File: config.mk
export PLATFORM = sky130hd
export DESIGN_NAME = nand_cycle_seq
export DESIGN_NICKNAME = d
export VERILOG_FILES = /design/src/rtl/nseq_pkg.sv /design/src/rtl/nseq_decode.sv /design/src/rtl/nseq_strobe.sv /design/src/rtl/nand_cycle_seq.sv
export SDC_FILE = /design/constraint.sdc
export NUM_CORES = 1
export LEC_CHECK = 0
export ABC_AREA = 1
export ABC_CLOCK_PERIOD_IN_PS = 4500
export BUFFER_PORTS_ARGS = -buffer_cell sky130_fd_sc_hd__buf_2
export CAP_MARGIN = 25
export CORE_MARGIN = 8
export CORE_UTILIZATION = 45
export CTS_BUF_LIST = sky130_fd_sc_hd__clkbuf_8
export DETAILED_ROUTE_END_ITERATION = 7
export HOLD_SLACK_MARGIN = 0.02
export PLACE_DENSITY = 0.67
export SLEW_MARGIN = 20
export SYNTH_ARGS = -nofsm -noshare
export SYNTH_HDL_FRONTEND = slang
export SYNTH_SLANG_ARGS = --single-unit
File: constraint.sdc
create_clock -name clk -period 4.5 [get_ports clk]
set_clock_uncertainty 0.2 [all_clocks]
set_input_delay 0.45 -clock clk [delete_from_list [all_inputs] [get_ports clk]]
set_output_delay 0.45 -clock clk [all_outputs]
set_load 0.1 [all_outputs]
File: src/rtl/nseq_pkg.sv
`timescale 1ns/1ps
package nseq_pkg;
  localparam logic [3:0] OP_RD         = 4'd0;
  localparam logic [3:0] OP_RD_HI      = 4'd1;
  localparam logic [3:0] OP_RD_SPARE   = 4'd2;
  localparam logic [3:0] OP_PROG_SETUP = 4'd3;
  localparam logic [3:0] OP_PROG_GO    = 4'd4;
  localparam logic [3:0] OP_ERASE_A    = 4'd5;
  localparam logic [3:0] OP_ERASE_B    = 4'd6;
  localparam logic [3:0] OP_RD_ID      = 4'd7;
  localparam logic [3:0] OP_STATUS     = 4'd8;

  localparam logic [7:0] NB_READ    = 8'h00;
  localparam logic [7:0] NB_CONFIRM = 8'h30;
  localparam logic [7:0] NB_SERIAL  = 8'h80;
  localparam logic [7:0] NB_PROG    = 8'h10;
  localparam logic [7:0] NB_ERASE_A = 8'h60;
  localparam logic [7:0] NB_ERASE_B = 8'hD0;
  localparam logic [7:0] NB_ID      = 8'h90;
  localparam logic [7:0] NB_STATUS  = 8'h70;

  // start-strobe bit positions
  localparam int SB_CMD  = 0;
  localparam int SB_ADDR = 1;
  localparam int SB_DIN  = 2;
  localparam int SB_DOUT = 3;
  localparam int SB_ID   = 4;
  localparam int SB_STAT = 5;
  localparam int SB_N    = 6;

  typedef enum logic [2:0] {S_CMD, S_COL_LO, S_COL_HI, S_PAGE, S_CONF, S_XFER} step_e;
  typedef enum logic [2:0] {T_NONE, T_READ, T_ID, T_STAT, T_PROG} tail_e;

  typedef struct packed {
    logic        ok;
    step_e       first;
    logic [7:0]  cmd;
    logic        use_col;
    logic [15:0] col_out;
    logic        use_page;
    tail_e       tail;
    logic        chain;
    logic [15:0] ptr;
    logic        spare;
  } plan_t;
endpackage

File: src/rtl/nseq_decode.sv
`timescale 1ns/1ps
module nseq_decode
  import nseq_pkg::*;
(
  input  logic [3:0]  op,
  input  logic [15:0] col,
  input  logic        col_vld,
  input  logic        page_vld,
  output plan_t       plan
);
  logic [15:0] base;

  always_comb begin
    base          = col_vld ? col : 16'd0;
    plan          = '0;
    plan.first    = S_CMD;
    plan.tail     = T_NONE;
    plan.use_col  = col_vld;
    plan.col_out  = col;
    plan.use_page = page_vld;
    plan.ptr      = base;
    case (op)
      OP_RD, OP_RD_HI, OP_RD_SPARE, OP_PROG_SETUP: begin
        plan.ok      = 1'b1;
        plan.cmd     = NB_READ;
        plan.use_col = 1'b1;
        plan.col_out = 16'd0;
        plan.tail    = T_READ;
        plan.chain   = (op == OP_PROG_SETUP);
        plan.spare   = (op == OP_RD_SPARE);
        if (op == OP_RD_HI) plan.ptr = base + 16'd256;
      end
      OP_PROG_GO: begin
        plan.ok       = 1'b1;
        plan.first    = S_XFER;
        plan.cmd      = NB_PROG;
        plan.use_col  = 1'b0;
        plan.use_page = 1'b0;
        plan.tail     = T_PROG;
      end
      OP_ERASE_A: begin plan.ok = 1'b1; plan.cmd = NB_ERASE_A; end
      OP_ERASE_B: begin plan.ok = 1'b1; plan.cmd = NB_ERASE_B; end
      OP_RD_ID:   begin plan.ok = 1'b1; plan.cmd = NB_ID;     plan.tail = T_ID;   end
      OP_STATUS:  begin plan.ok = 1'b1; plan.cmd = NB_STATUS; plan.tail = T_STAT; end
      default: ;
    endcase
  end
endmodule

File: src/rtl/nseq_strobe.sv
`timescale 1ns/1ps
module nseq_strobe
  import nseq_pkg::*;
(
  input  logic             fire,
  input  step_e            step,
  input  tail_e            tail,
  input  logic [7:0]       cmd,
  input  logic [15:0]      col,
  input  logic [7:0]       page_lo,
  output logic [SB_N-1:0]  start,
  output logic [7:0]       byte_o
);
  logic [2:0] sel;
  logic [7:0] val;

  always_comb begin
    sel = 3'(SB_CMD);
    val = 8'h00;
    case (step)
      S_CMD:    begin sel = 3'(SB_CMD);  val = cmd;        end
      S_COL_LO: begin sel = 3'(SB_ADDR); val = col[7:0];   end
      S_COL_HI: begin sel = 3'(SB_ADDR); val = col[15:8];  end
      S_PAGE:   begin sel = 3'(SB_ADDR); val = page_lo;    end
      S_CONF:   begin sel = 3'(SB_CMD);  val = NB_CONFIRM; end
      S_XFER: begin
        case (tail)
          T_PROG:  sel = 3'(SB_DIN);
          T_ID:    sel = 3'(SB_ID);
          T_STAT:  sel = 3'(SB_STAT);
          default: sel = 3'(SB_DOUT);
        endcase
      end
      default: ;
    endcase
  end

  for (genvar g = 0; g < SB_N; g++) begin : g_hot
    assign start[g] = fire && (sel == 3'(g));
  end
  assign byte_o = fire ? val : 8'h00;
endmodule

File: src/rtl/nand_cycle_seq.sv
`timescale 1ns/1ps
module nand_cycle_seq
  import nseq_pkg::*;
#(
  parameter int PAGE_W     = 24,
  parameter int SMALL_PAGE = 512
) (
  input  logic              clk,
  input  logic              rst_n,
  input  logic              req_valid,
  input  logic [3:0]        req_op,
  input  logic [15:0]       req_col,
  input  logic              req_col_vld,
  input  logic [PAGE_W-1:0] req_page,
  input  logic              req_page_vld,
  input  logic [PAGE_W-1:0] page_mask,
  input  logic [15:0]       page_bytes,
  input  logic              bus16,
  output logic              busy,
  output logic [5:0]        cyc_start,
  output logic [7:0]        cyc_byte,
  input  logic              cyc_done,
  output logic [15:0]       col_ptr,
  output logic              spare_only
);
  localparam logic [15:0] SMALL_LIM = 16'(SMALL_PAGE);

  plan_t plan;
  nseq_decode u_dec (
    .op(req_op), .col(req_col), .col_vld(req_col_vld),
    .page_vld(req_page_vld), .plan(plan)
  );

  logic busy_q, busy_d, wait_q, wait_d, chain_q, chain_d;
  logic use_col_q, use_col_d, use_page_q, use_page_d;
  logic large_q, large_d, b16_q, b16_d, spare_q, spare_d;
  step_e step_q, step_d;
  tail_e tail_q, tail_d;
  logic [7:0]  cmd_q, cmd_d;
  logic [15:0] col_q, col_d, ptr_q, ptr_d;
  logic [PAGE_W-1:0] page_q, page_d, mask_q, mask_d, page0_q, page0_d, mask0_q, mask0_d;
  logic accept, fire, done_hit, to_page, to_tail;
  logic [PAGE_W-1:0] mask_sh;

  assign accept   = req_valid && !busy_q && plan.ok;
  assign fire     = busy_q && !wait_q;
  assign done_hit = busy_q && wait_q && cyc_done;
  assign mask_sh  = mask_q >> 8;

  always_comb begin
    busy_d = busy_q; wait_d = wait_q; chain_d = chain_q; step_d = step_q;
    tail_d = tail_q; cmd_d = cmd_q; col_d = col_q; ptr_d = ptr_q;
    use_col_d = use_col_q; use_page_d = use_page_q; large_d = large_q;
    b16_d = b16_q; spare_d = spare_q; page_d = page_q; mask_d = mask_q;
    page0_d = page0_q; mask0_d = mask0_q;
    to_page = 1'b0; to_tail = 1'b0;
    if (accept) begin
      busy_d = 1'b1; wait_d = 1'b0; step_d = plan.first; tail_d = plan.tail;
      chain_d = plan.chain; cmd_d = plan.cmd; col_d = plan.col_out;
      use_col_d = plan.use_col; use_page_d = plan.use_page;
      ptr_d = plan.ptr; spare_d = plan.spare;
      large_d = page_bytes > SMALL_LIM; b16_d = bus16;
      page_d = req_page; mask_d = page_mask; page0_d = req_page; mask0_d = page_mask;
    end else if (fire) begin
      wait_d = 1'b1;
    end else if (done_hit) begin
      wait_d = 1'b0;
      case (step_q)
        S_CMD:    if (use_col_q) step_d = S_COL_LO; else to_page = 1'b1;
        S_COL_LO: if (large_q) step_d = S_COL_HI; else to_page = 1'b1;
        S_COL_HI: to_page = 1'b1;
        S_PAGE: begin
          page_d = page_q >> 8;
          mask_d = mask_sh;
          if (mask_sh == '0) to_tail = 1'b1;
        end
        S_CONF:   step_d = S_XFER;
        S_XFER: begin
          if (tail_q == T_READ && chain_q) begin
            chain_d = 1'b0; tail_d = T_NONE; cmd_d = NB_SERIAL; col_d = 16'd0;
            use_col_d = 1'b1; page_d = page0_q; mask_d = mask0_q; step_d = S_CMD;
          end else if (tail_q == T_PROG) begin
            tail_d = T_NONE; step_d = S_CMD;
          end else begin
            if (tail_q == T_STAT) ptr_d = {15'd0, b16_q};
            busy_d = 1'b0;
          end
        end
        default: ;
      endcase
      if (to_page) begin
        if (use_page_q) step_d = S_PAGE; else to_tail = 1'b1;
      end
      if (to_tail) begin
        case (tail_q)
          T_READ:        step_d = large_q ? S_CONF : S_XFER;
          T_ID, T_STAT:  step_d = S_XFER;
          default:       busy_d = 1'b0;
        endcase
      end
    end
  end

  always_ff @(posedge clk or negedge rst_n) begin
    if (!rst_n) begin
      busy_q <= 1'b0; wait_q <= 1'b0; chain_q <= 1'b0; step_q <= S_CMD;
      tail_q <= T_NONE; cmd_q <= 8'h00; col_q <= 16'd0; ptr_q <= 16'd0;
      use_col_q <= 1'b0; use_page_q <= 1'b0; large_q <= 1'b0; b16_q <= 1'b0;
      spare_q <= 1'b0; page_q <= '0; mask_q <= '0; page0_q <= '0; mask0_q <= '0;
    end else begin
      busy_q <= busy_d; wait_q <= wait_d; chain_q <= chain_d; step_q <= step_d;
      tail_q <= tail_d; cmd_q <= cmd_d; col_q <= col_d; ptr_q <= ptr_d;
      use_col_q <= use_col_d; use_page_q <= use_page_d; large_q <= large_d;
      b16_q <= b16_d; spare_q <= spare_d; page_q <= page_d; mask_q <= mask_d;
      if (accept) begin
        page0_q <= page0_d;
        mask0_q <= mask0_d;
      end
    end
  end

  nseq_strobe u_stb (
    .fire(fire), .step(step_q), .tail(tail_q), .cmd(cmd_q), .col(col_q),
    .page_lo(page_q[7:0]), .start(cyc_start), .byte_o(cyc_byte)
  );

  assign busy       = busy_q;
  assign col_ptr    = ptr_q;
  assign spare_only = spare_q;
endmodule

Yosys cells after proc, flatten, opt, wreduce, memory -nomap -nowiden
Cells that the tools add are included.
- input port bits: 91
- word-level logic and storage cells: 174
- output and inout bits: 32
- register bits: 150
- $lt $le $gt $ge: 1
- multiplexer cells: 94
- add/subtract/negate cells: 1
- eq/ne operators: 26
- reductions and logical operators: 35
- operator list (cell ; count):
    16-bit two-way mux ; 15
    24-bit two-way mux ; 8
    24-bit case mux with 2 select lines ; 2
    8-bit case mux with 5 select lines ; 2
    3-bit two-way mux ; 17
    8-bit two-way mux ; 6
    1-bit two-way mux ; 36
    24-bit zero test ; 1
    3-bit case mux with 4 select lines ; 2
    3-bit by 2-bit == test with 1-bit output, second input constant ; 6
    18-bit two-way mux ; 1
    16-bit by 9-bit adder with 16-bit output, second input constant ; 1
    4-bit by 3-bit == test with 1-bit output, second input constant ; 4
    16-bit by 10-bit greater-than comparator with 1-bit output, second input constant ; 1
    3-bit == test, second input constant ; 5
    1-bit logical AND ; 12
    3-bit case mux with 2 select lines ; 2
    4-bit AND reduction ; 3
    3-bit by 1-bit == test with 1-bit output, second input constant ; 3
    3-bit case mux with 3 select lines ; 1
    3-bit nonzero test ; 3
    9-bit OR reduction ; 1
    4-bit by 2-bit == test with 1-bit output, second input constant ; 2
    2-bit nonzero test ; 4
    14 further kinds ; 19

Logic depth before layout (Yosys ltp)
Gate-level depths: netlist (run 1).
- word-level depth: 13
- mapped depth: 11

Modules after synthesis
A second synthesis (run 1) with hierarchy kept.
- cells, all modules: 887
- area, all modules: 6959.2 um^2
- by module, submodules not included (module ; area an instance (um^2) ; cells an instance ; instances):
    nand_cycle_seq ; 5811.8 ; 651 ; 1
    nseq_decode ; 663.1 ; 138 ; 1
    nseq_strobe ; 484.2 ; 98 ; 1

Worst setup path before layout (run 1)
OpenSTA, ideal clock, no wires.
- path type: flip-flop to output port
- start point: register busy_q (netlist: busy)
- end point: output port cyc_start[4]
- slack: -0.614 ns
- data arrival time: 4.464 ns
- stages on the path, launching flop included: 5
- buffers on the path: 0
- cell sequence: dfrtp_1 inv_1 nor2_1 clkinv_1 nor4_1
- cells in the longest elaborated chain, start to end: 2
- RTL lines (element ; RTL line ; RTL):
    from (decl) ; nand_cycle_seq.sv:34 ; logic busy_q, busy_d, wait_q, wait_d, chain_q, chain_d;
    from (signal assigned) ; nand_cycle_seq.sv:111 ; busy_q <= busy_d; wait_q <= wait_d; chain_q <= chain_d; step_q <= step_d;
    1-bit logical AND ; nand_cycle_seq.sv:46 ; assign fire = busy_q && !wait_q;
    1-bit logical AND ; nseq_strobe.sv:39 ; assign start[g] = fire && (sel == 3'(g));
    to (decl) ; nand_cycle_seq.sv:20 ; output logic [5:0] cyc_start,
No other way between the ends.

Worst setup path after layout (run 1)
Same ends and word-level chain as after synthesis.

==> summary.md, run 1 <==
| Metric | Value |
|---|---|
| Outcome | `complete, no violations` |
| Syn Area/Cell | `7.86 µm²` |
| Worst R2R Setup Slack | `between 1500 and 2000 ps` |
| Logic gate share of total power | `between 40% and 50%` |
| Final Core Density | `53.3%` |
| DRT antenna net count | `0` |
| Adder-Cell Fraction of Synth Area | `less than 1%` |
| Final Hold Viols | `0` |
| Crit path capture | `cyc_start[4]` |
| CORE AREA | `between 0.01 and 0.015 mm²` |
| Relative slew slack | `between 40% and 50%` |
| Lkg Pwr | `between 4 and 5 nW` |
| Largest family of logic cells by synthesized area | `simple AND/OR/NAND/NOR gates` |
| Post-detail-place hpwl | `around 11000 µm` |
| Pwr dens | `between 600 and 700 mW/mm²` |
| Ys Warns | `0` |
| Initial DRC Count | `449` |
| Chip height | `about 140 µm` |
| GP Congestion | `about 0.87` |
| Unrepaired setup endpoints after global routing | `no` |
| # rows | `44` |
| Worst-path fanout max | `9` |
| Sequential share of the synthesized area | `slightly below 50%` |
| Switching part of the total | `between 40% and 50%` |
| ANT cells | `0` |
| Synth Area in Compound Gates | `a little under a fifth` |
| Layout cell share with drive strength beyond 1 | `between 15 and 20%` |
| Insertion delay to the later sink of the worst-skew pair | `440 ps` |
| Largest net degree at the start of global routing | `between 100 and 150` |
| Worst setup EP type | `output pin` |
| Area Overhead vs Synth | `16.1%` |
| Crit start category | `flop` |
| # clock sinks | `130` |
| Max Slew Vio Count | `0` |
| Clk buf depth | `2` |
| Kind of critical path | `flop to output pin` |
| Vias per Instance | `~5.0` |
| Sequential Power Share | `a little over a third` |
| Library cells used by synthesis | `39` |
| Drt pass-1 iters | `5` |
| Via count | `5709` |
| TNS Setup | `0 ps` |
| Vias in the first global route | `roughly 5700` |
| Multiplexer share of the synthesized area | `0%` |
| CTS resizes | `0` |
| Critical path data required time | `roughly 3900 ps` |
| Fin crit share | `a little under three quarters` |
| Final hold slack | `around 40 ps` |
| Synth Flop Type | `dfrtp_1` |
| Synth Area in XOR/XNOR | `less than 1%` |
| Worst VDD drop | `roughly 0.00029 V` |
| Fill cells | `~1400` |
| Post-Synthesis Cell Area | `0.00665 mm²` |
| Starting Density | `between 40% and 50%` |
| Clock share of power | `about a fifth` |
| Tot GR Track Use | `18.0%` |
| Worst r2r src | `busy` |
| Footprint of the multi-input gates | `around 0.0026 mm²` |
| Post-DP Area | `around 0.0073 mm²` |
| Setup bufs post-CTS | `0` |
| CP arrival | `2580 ps` |
| Synth Instances | `846` |
| Switching power | `~2.4 mW` |
| Most frequent cells in the layout | `nand2_1, inv_1, dfrtp_1` |
| CTS root buf | `clkbuf_8` |
| Die width | `between 100 and 150 µm` |
| Boundary Pins | `roughly 120` |
| Commonest non-fill, non-tap cell in the layout | `nand2_1` |
| GRT overflow | `0` |
| Die area | `between 0.015 and 0.02 mm²` |
| Max-cap violations | `0` |
| Internal | `2.83 mW` |
| Worst-Margin Slew | `between 800 and 900 ps` |
| Dpl ws | `about 1400 ps` |
| Crit path launch | `busy` |
| First-pass GRT wire length | `approximately 27000 µm` |
| HP Class | `primary input to flop` |
| WL per Instance | `approximately 14 µm` |
| Post-synthesis simple-gate area fraction | `19.9%` |
| DRT Wirelength | `~16000 µm` |
| TritonCTS clock tree | `built` |
| # nets final | `around 1000` |
| Crit path time final | `3230 ps` |
| R2R depth | `7` |
| FMAX | `a little over 0.3 GHz` |
| Initial antenna violation count | `0` |
| Register area | `around 0.0033 mm²` |
| Clock transition at path regs | `approximately 70 ps` |
| DRC Markers | `0` |
| Synth Register Bits | `130` |
| Post-synth EDFFs | `0` |
| RR Endpoint | `tail_q[1]` |
| Final worst setup slack | `1270 ps` |
| Syn Nets | `938` |
| Port Buffer Count | `about 110` |
| Ys async rst share | `100%` |
| Final instance area | `0.00772 mm²` |
| H-Tree Depth | `4` |
| Final Setup Violations | `0` |
| CTS Buf Count | `17` |
[cell usage after synthesis (2+ instances only)]
| cell | number | share of area [%] |
|---|---|---|
| a211oi_1 | 2 | 0.23 |
| nand4_1 | 2 | 0.19 |
| dfrtp_1 | 130 | 49 |
| buf_2 | 17 | 1.3 |
| nand3_1 | 63 | 4.7 |
| clkbuf_1 | 8 | 0.45 |
| o21ai_0 | 85 | 6.4 |
| o32ai_1 | 4 | 0.53 |
| inv_1 | 149 | 8.4 |
| nor2_4 | 3 | 0.51 |
| nand2_4 | 2 | 0.34 |
| inv_2 | 4 | 0.23 |
| a32o_1 | 7 | 1.1 |
| o22ai_1 | 28 | 2.6 |
| nand2_1 | 183 | 10 |
| a21oi_1 | 14 | 1.1 |
| buf_4 | 6 | 0.68 |
| nor2_1 | 44 | 2.5 |
| o32ai_2 | 3 | 0.73 |
| nor3_1 | 3 | 0.23 |
| o21ai_1 | 59 | 4.4 |
| nor4_1 | 3 | 0.28 |
| nand2_2 | 3 | 0.28 |
| buf_6 | 9 | 1.5 |
[power by group through the flow]
stage	logic [mW]	registers [mW]	clock network (mW)
global placement	2.28	1.88	0
CTS	2.32	1.88	1.02
detailed placement	2.31	1.90	0
floorplan	1.40	2.38	0
finish	2.31	1.88	1.00
global route	2.55	1.94	1.07
[logic make-up after synthesis]
family,count (synthesis)
flops,130
simple gates,309
buf+inv,194
xor+xnor,1
compound gates,211
fa+ha+maj,1
[worst min path at each step]
stage | startpoint | end | slack [ps] | cells past startpoint
6_report | page_mask[14] | mask0_q[14] | 40 | 3
5_1_grt | page_mask[14] | mask0_q[14] | 40 | 3
4_1_cts | page_mask[14] | mask0_q[14] | 20 | 3
3_5_place_dp | mask0_q[11] | mask0_q[11] | 260 | 2
3_3_place_gp | mask0_q[8] | mask0_q[8] | 260 | 2
2_1_floorplan | rst_n | b16_q | -50 | 0
[registers in the layout, summed over array words and instances, names as in the netlist]
signal	flops
chain_q	1
step_q	3
wait_q	1
use_col_q	1
b16_q	1
mask0_q	16
col_ptr	16
tail_q	3
page_q	24
mask_q	16
cmd_q	4
page0_q	24
large_q	1
use_page_q	1
spare_only	1
col_q	16
busy	1
[area by class of cell]
cell class,instances,share of cell area [%]
flip-flops and latches,130,42.2
clock buffers,23,4.10
clock inverters,6,1.02
repair buffers,123,8.95
inverters,154,7.49
multi-input cells,522,33.3
well taps,184,2.98
[worst max-delay path, cell delays in order, from the launching register on]
cell,delay [ps]
dfrtp_1,440
inv_1,60
nor2_1,390
clkinv_1,450
nor4_2,340
buf_2,460
[layer usage]
layer	vias up	global-route usage, %	share of wire, %
met2	154	27.8	45
met1	2590	23.9	46
met5	-	0	0
met4	0	6.88	2.0
met3	26	4.45	6.7
li1	2939	-	-
[stage by stage]
| stage | instances | power [mW] |
|---|---|---|
| floorplan | 846 | 3.78 |
| global placement | 1107 | 4.16 |
| detailed placement | 1107 | 4.21 |
| CTS | 1141 | 5.22 |
| global route | 1142 | 5.56 |
| finish | 1142 | 5.19 |
[what timing repair did]
item / in CTS / in global routing
hold endpoints to repair: 134 / 0
hold buffers: 5 / 0
endpoints found under the setup margin: 0 / 0
Power figures use the tool's default switching activity.
==> inputs of run 2 (changes only) <==
--- a/config.mk
+++ b/config.mk
@@ -6,7 +6,7 @@
 export NUM_CORES = 1
 export LEC_CHECK = 0
 export ABC_AREA = 1
-export ABC_CLOCK_PERIOD_IN_PS = 4500
+export ABC_CLOCK_PERIOD_IN_PS = 2620
 export BUFFER_PORTS_ARGS = -buffer_cell sky130_fd_sc_hd__buf_2
 export CAP_MARGIN = 25
 export CORE_MARGIN = 8
@@ -14,7 +14,7 @@
 export CTS_BUF_LIST = sky130_fd_sc_hd__clkbuf_8
 export DETAILED_ROUTE_END_ITERATION = 7
 export HOLD_SLACK_MARGIN = 0.02
-export PLACE_DENSITY = 0.67
+export PLACE_DENSITY = 0.69
 export SLEW_MARGIN = 20
 export SYNTH_ARGS = -nofsm -noshare
 export SYNTH_HDL_FRONTEND = slang
==> constraint.sdc (replaced) <==
create_clock -name clk -period 2.62 [get_ports clk]
set_clock_uncertainty 0.2 [all_clocks]
set_input_delay 0.262 -clock clk [delete_from_list [all_inputs] [get_ports clk]]
set_output_delay 0.262 -clock clk [all_outputs]
set_load 0.1 [all_outputs]
==> summary.md, run 2 (synthesis results as in run 1) <==
| Metric | Value |
|---|---|
| Area Overhead vs Synth | `29.1%` |
| Tot GR Track Use | `18.8% (+0.80 points)` |
| Chip height | `138 µm (unchanged)` |
| Final Core Density | `59.3% (+6.0 points)` |
| Port Buffer Count | `114 (unchanged)` |
| Vias in the first global route | `5921 (+4.6%)` |
| Final Setup Violations | `0 (unchanged)` |
| WL per Instance | `14.2 µm (-0.85%)` |
| Insertion delay to the later sink of the worst-skew pair | `430 ps (about the same)` |
| Unrepaired setup endpoints after global routing | `no` |
| Via count | `6144 (+7.6%)` |
| Top Registers | `page0_q (24), page_q (24)` |
| Initial DRC Count | `437 (-2.7%)` |
| Clk buf depth | `2 (unchanged)` |
| Outcome | `complete, no violations` |
| Drt pass-1 iters | `5 (unchanged)` |
| Worst-path fanout max | `66 (+57)` |
| H-Tree Depth | `4 (unchanged)` |
| Kind of critical path | `flop to output pin` |
| Boundary Pins | `123 (unchanged)` |
| Critical path data required time | `2160 ps (-1690 ps)` |
| Die area | `0.0189 mm² (unchanged)` |
| Crit path time final | `2470 ps` |
| Layout cell share with drive strength beyond 1 | `19.0% (+1.5 points)` |
| ANT cells | `0 (unchanged)` |
| FMAX | `between 0.4 and 0.5 GHz` |
| Starting Density | `45.9% (unchanged)` |
| Relative slew slack | `45.2% (+0.69 points)` |
| CP arrival | `2010 ps (-570 ps)` |
| Most frequent cells in the layout | `nand2_1, inv_1, dfrtp_1` |
| Fill cells | `1288 (-8.3%)` |
| GRT overflow | `0 (unchanged)` |
| Largest net degree at the start of global routing | `72 (-45%)` |
| TNS Setup | `0 ps (unchanged)` |
| Fin crit share | `94.2%` |
| Crit start category | `flop` |
| DRT Wirelength | `17200 µm (+5.4%)` |
| First-pass GRT wire length | `28400 µm (+4.7%)` |
| GP Congestion | `0.917 (+6.0%)` |
| Post-detail-place hpwl | `12000 µm (+6.9%)` |
| Max-cap violations | `0 (unchanged)` |
| Worst-Margin Slew | `821 ps (-10.3 ps)` |
| # rows | `44 (unchanged)` |
| Final hold slack | `43.3 ps (+3.41 ps)` |
| Max Slew Vio Count | `0 (unchanged)` |
| Clock transition at path regs | `70 ps (about the same)` |
| TritonCTS clock tree | `built` |
| # clock sinks | `130 (unchanged)` |
| Initial antenna violation count | `0 (unchanged)` |
| Vias per Instance | `5.06 (+1.2%)` |
| DRC Markers | `0 (unchanged)` |
| Worst setup EP type | `output pin` |
| Worst VDD drop | `0.000420 V (+45%)` |
| CTS Buf Count | `17 (unchanged)` |
| Final Hold Viols | `0 (unchanged)` |
| Footprint of the multi-input gates | `0.00265 mm² (+3.0%)` |
| DRT antenna net count | `0 (unchanged)` |
| Lkg Pwr | `4.52 nW (+8.2%)` |
| Die width | `138 µm (unchanged)` |
| Placed Cells incl. Taps | `1118 (+0.99%)` |
| # nets final | `1109 (+6.6%)` |
| HP Class | `primary input to flop` |
| Register area | `0.00326 mm² (+0.15%)` |
| Commonest non-fill, non-tap cell in the layout | `nand2_1` |
| CORE AREA | `0.0145 mm² (unchanged)` |
| Pwr dens | `1070 mW/mm² (+59%)` |
| Non-Filler Instances | `1214 (+6.3%)` |
| CTS root buf | `clkbuf_8` |
run 2: cell types whose count changed in the layout (fill, tap and decap cells not counted), moves of 3 or more:
cell,change
dlygate4sd3_1,+58
buf_4,+15
buf_2,-13
buf_12,+9
nor2_1,-9
nor2_2,+7
inv_1,+3
run 2: repair_timing:
item,4_1_cts,5_1_grt
hold buffers,63,0
hold endpoints to repair,140,0
setup buffers,0,1
resized for setup,7,6
setup endpoints to repair,7,9
pin swaps,0,1
run 2: critical path, stage by stage (launching register included):
cell and delay (ps):
dfrtp_2 450, inv_2 90, nand2_2 80, nor2_8 190, inv_2 80, buf_12 190, nor4_4 280, buf_12 210
run 2: power breakdown:
part	internal, mW	switching, mW
combinational	1.25	3.09
sequential	2.89	0.392
clock	0.813	0.732
total	4.95	4.21
run 2: cell type report:
class                           instances  area share, %
Clock buffer                           24           3.85
Multi-Input combinational cell        522           30.8
Tap cell                              184           2.68
Clock inverter                          8          0.408
Sequential cell                       130           38.0
Timing Repair Buffer                  192           17.5
Inverter                              154           6.79
run 2: metrics by stage:
step	cell area [µm²]	power (mW)	setup WS, ps
after CTS	8560	9.17	40.3
after detailed placement	7540	7.52	279
final	8580	9.16	153
after global routing	8580	9.81	14.4
after floorplan	6730	6.59	10.1
after global placement	7540	7.41	334
run 2: final timing paths:
kind	start	endpoint	slack (ps)	cells past startpoint
worst min register to register	col_ptr[12]	col_ptr[12]	280	2
max in group asynchronous	rst_n	col_ptr[10]	1320	3
worst max-delay path	step_q[1]	cyc_start[4]	150	7
min in group asynchronous	rst_n	page0_q[20]	210	2
worst min-delay path	page_bytes[10]	large_q	40	5
worst max register to register	step_q[1]	use_col_q	230	7
run 2: routing by layer:
layer	vias up	global-route usage (%)	wire (µm)
met1	2861	24.4	7530
met2	184	30.0	8220
met5	-	0	0
li1	3071	-	-
met4	0	6.46	349
met3	28	4.70	1100
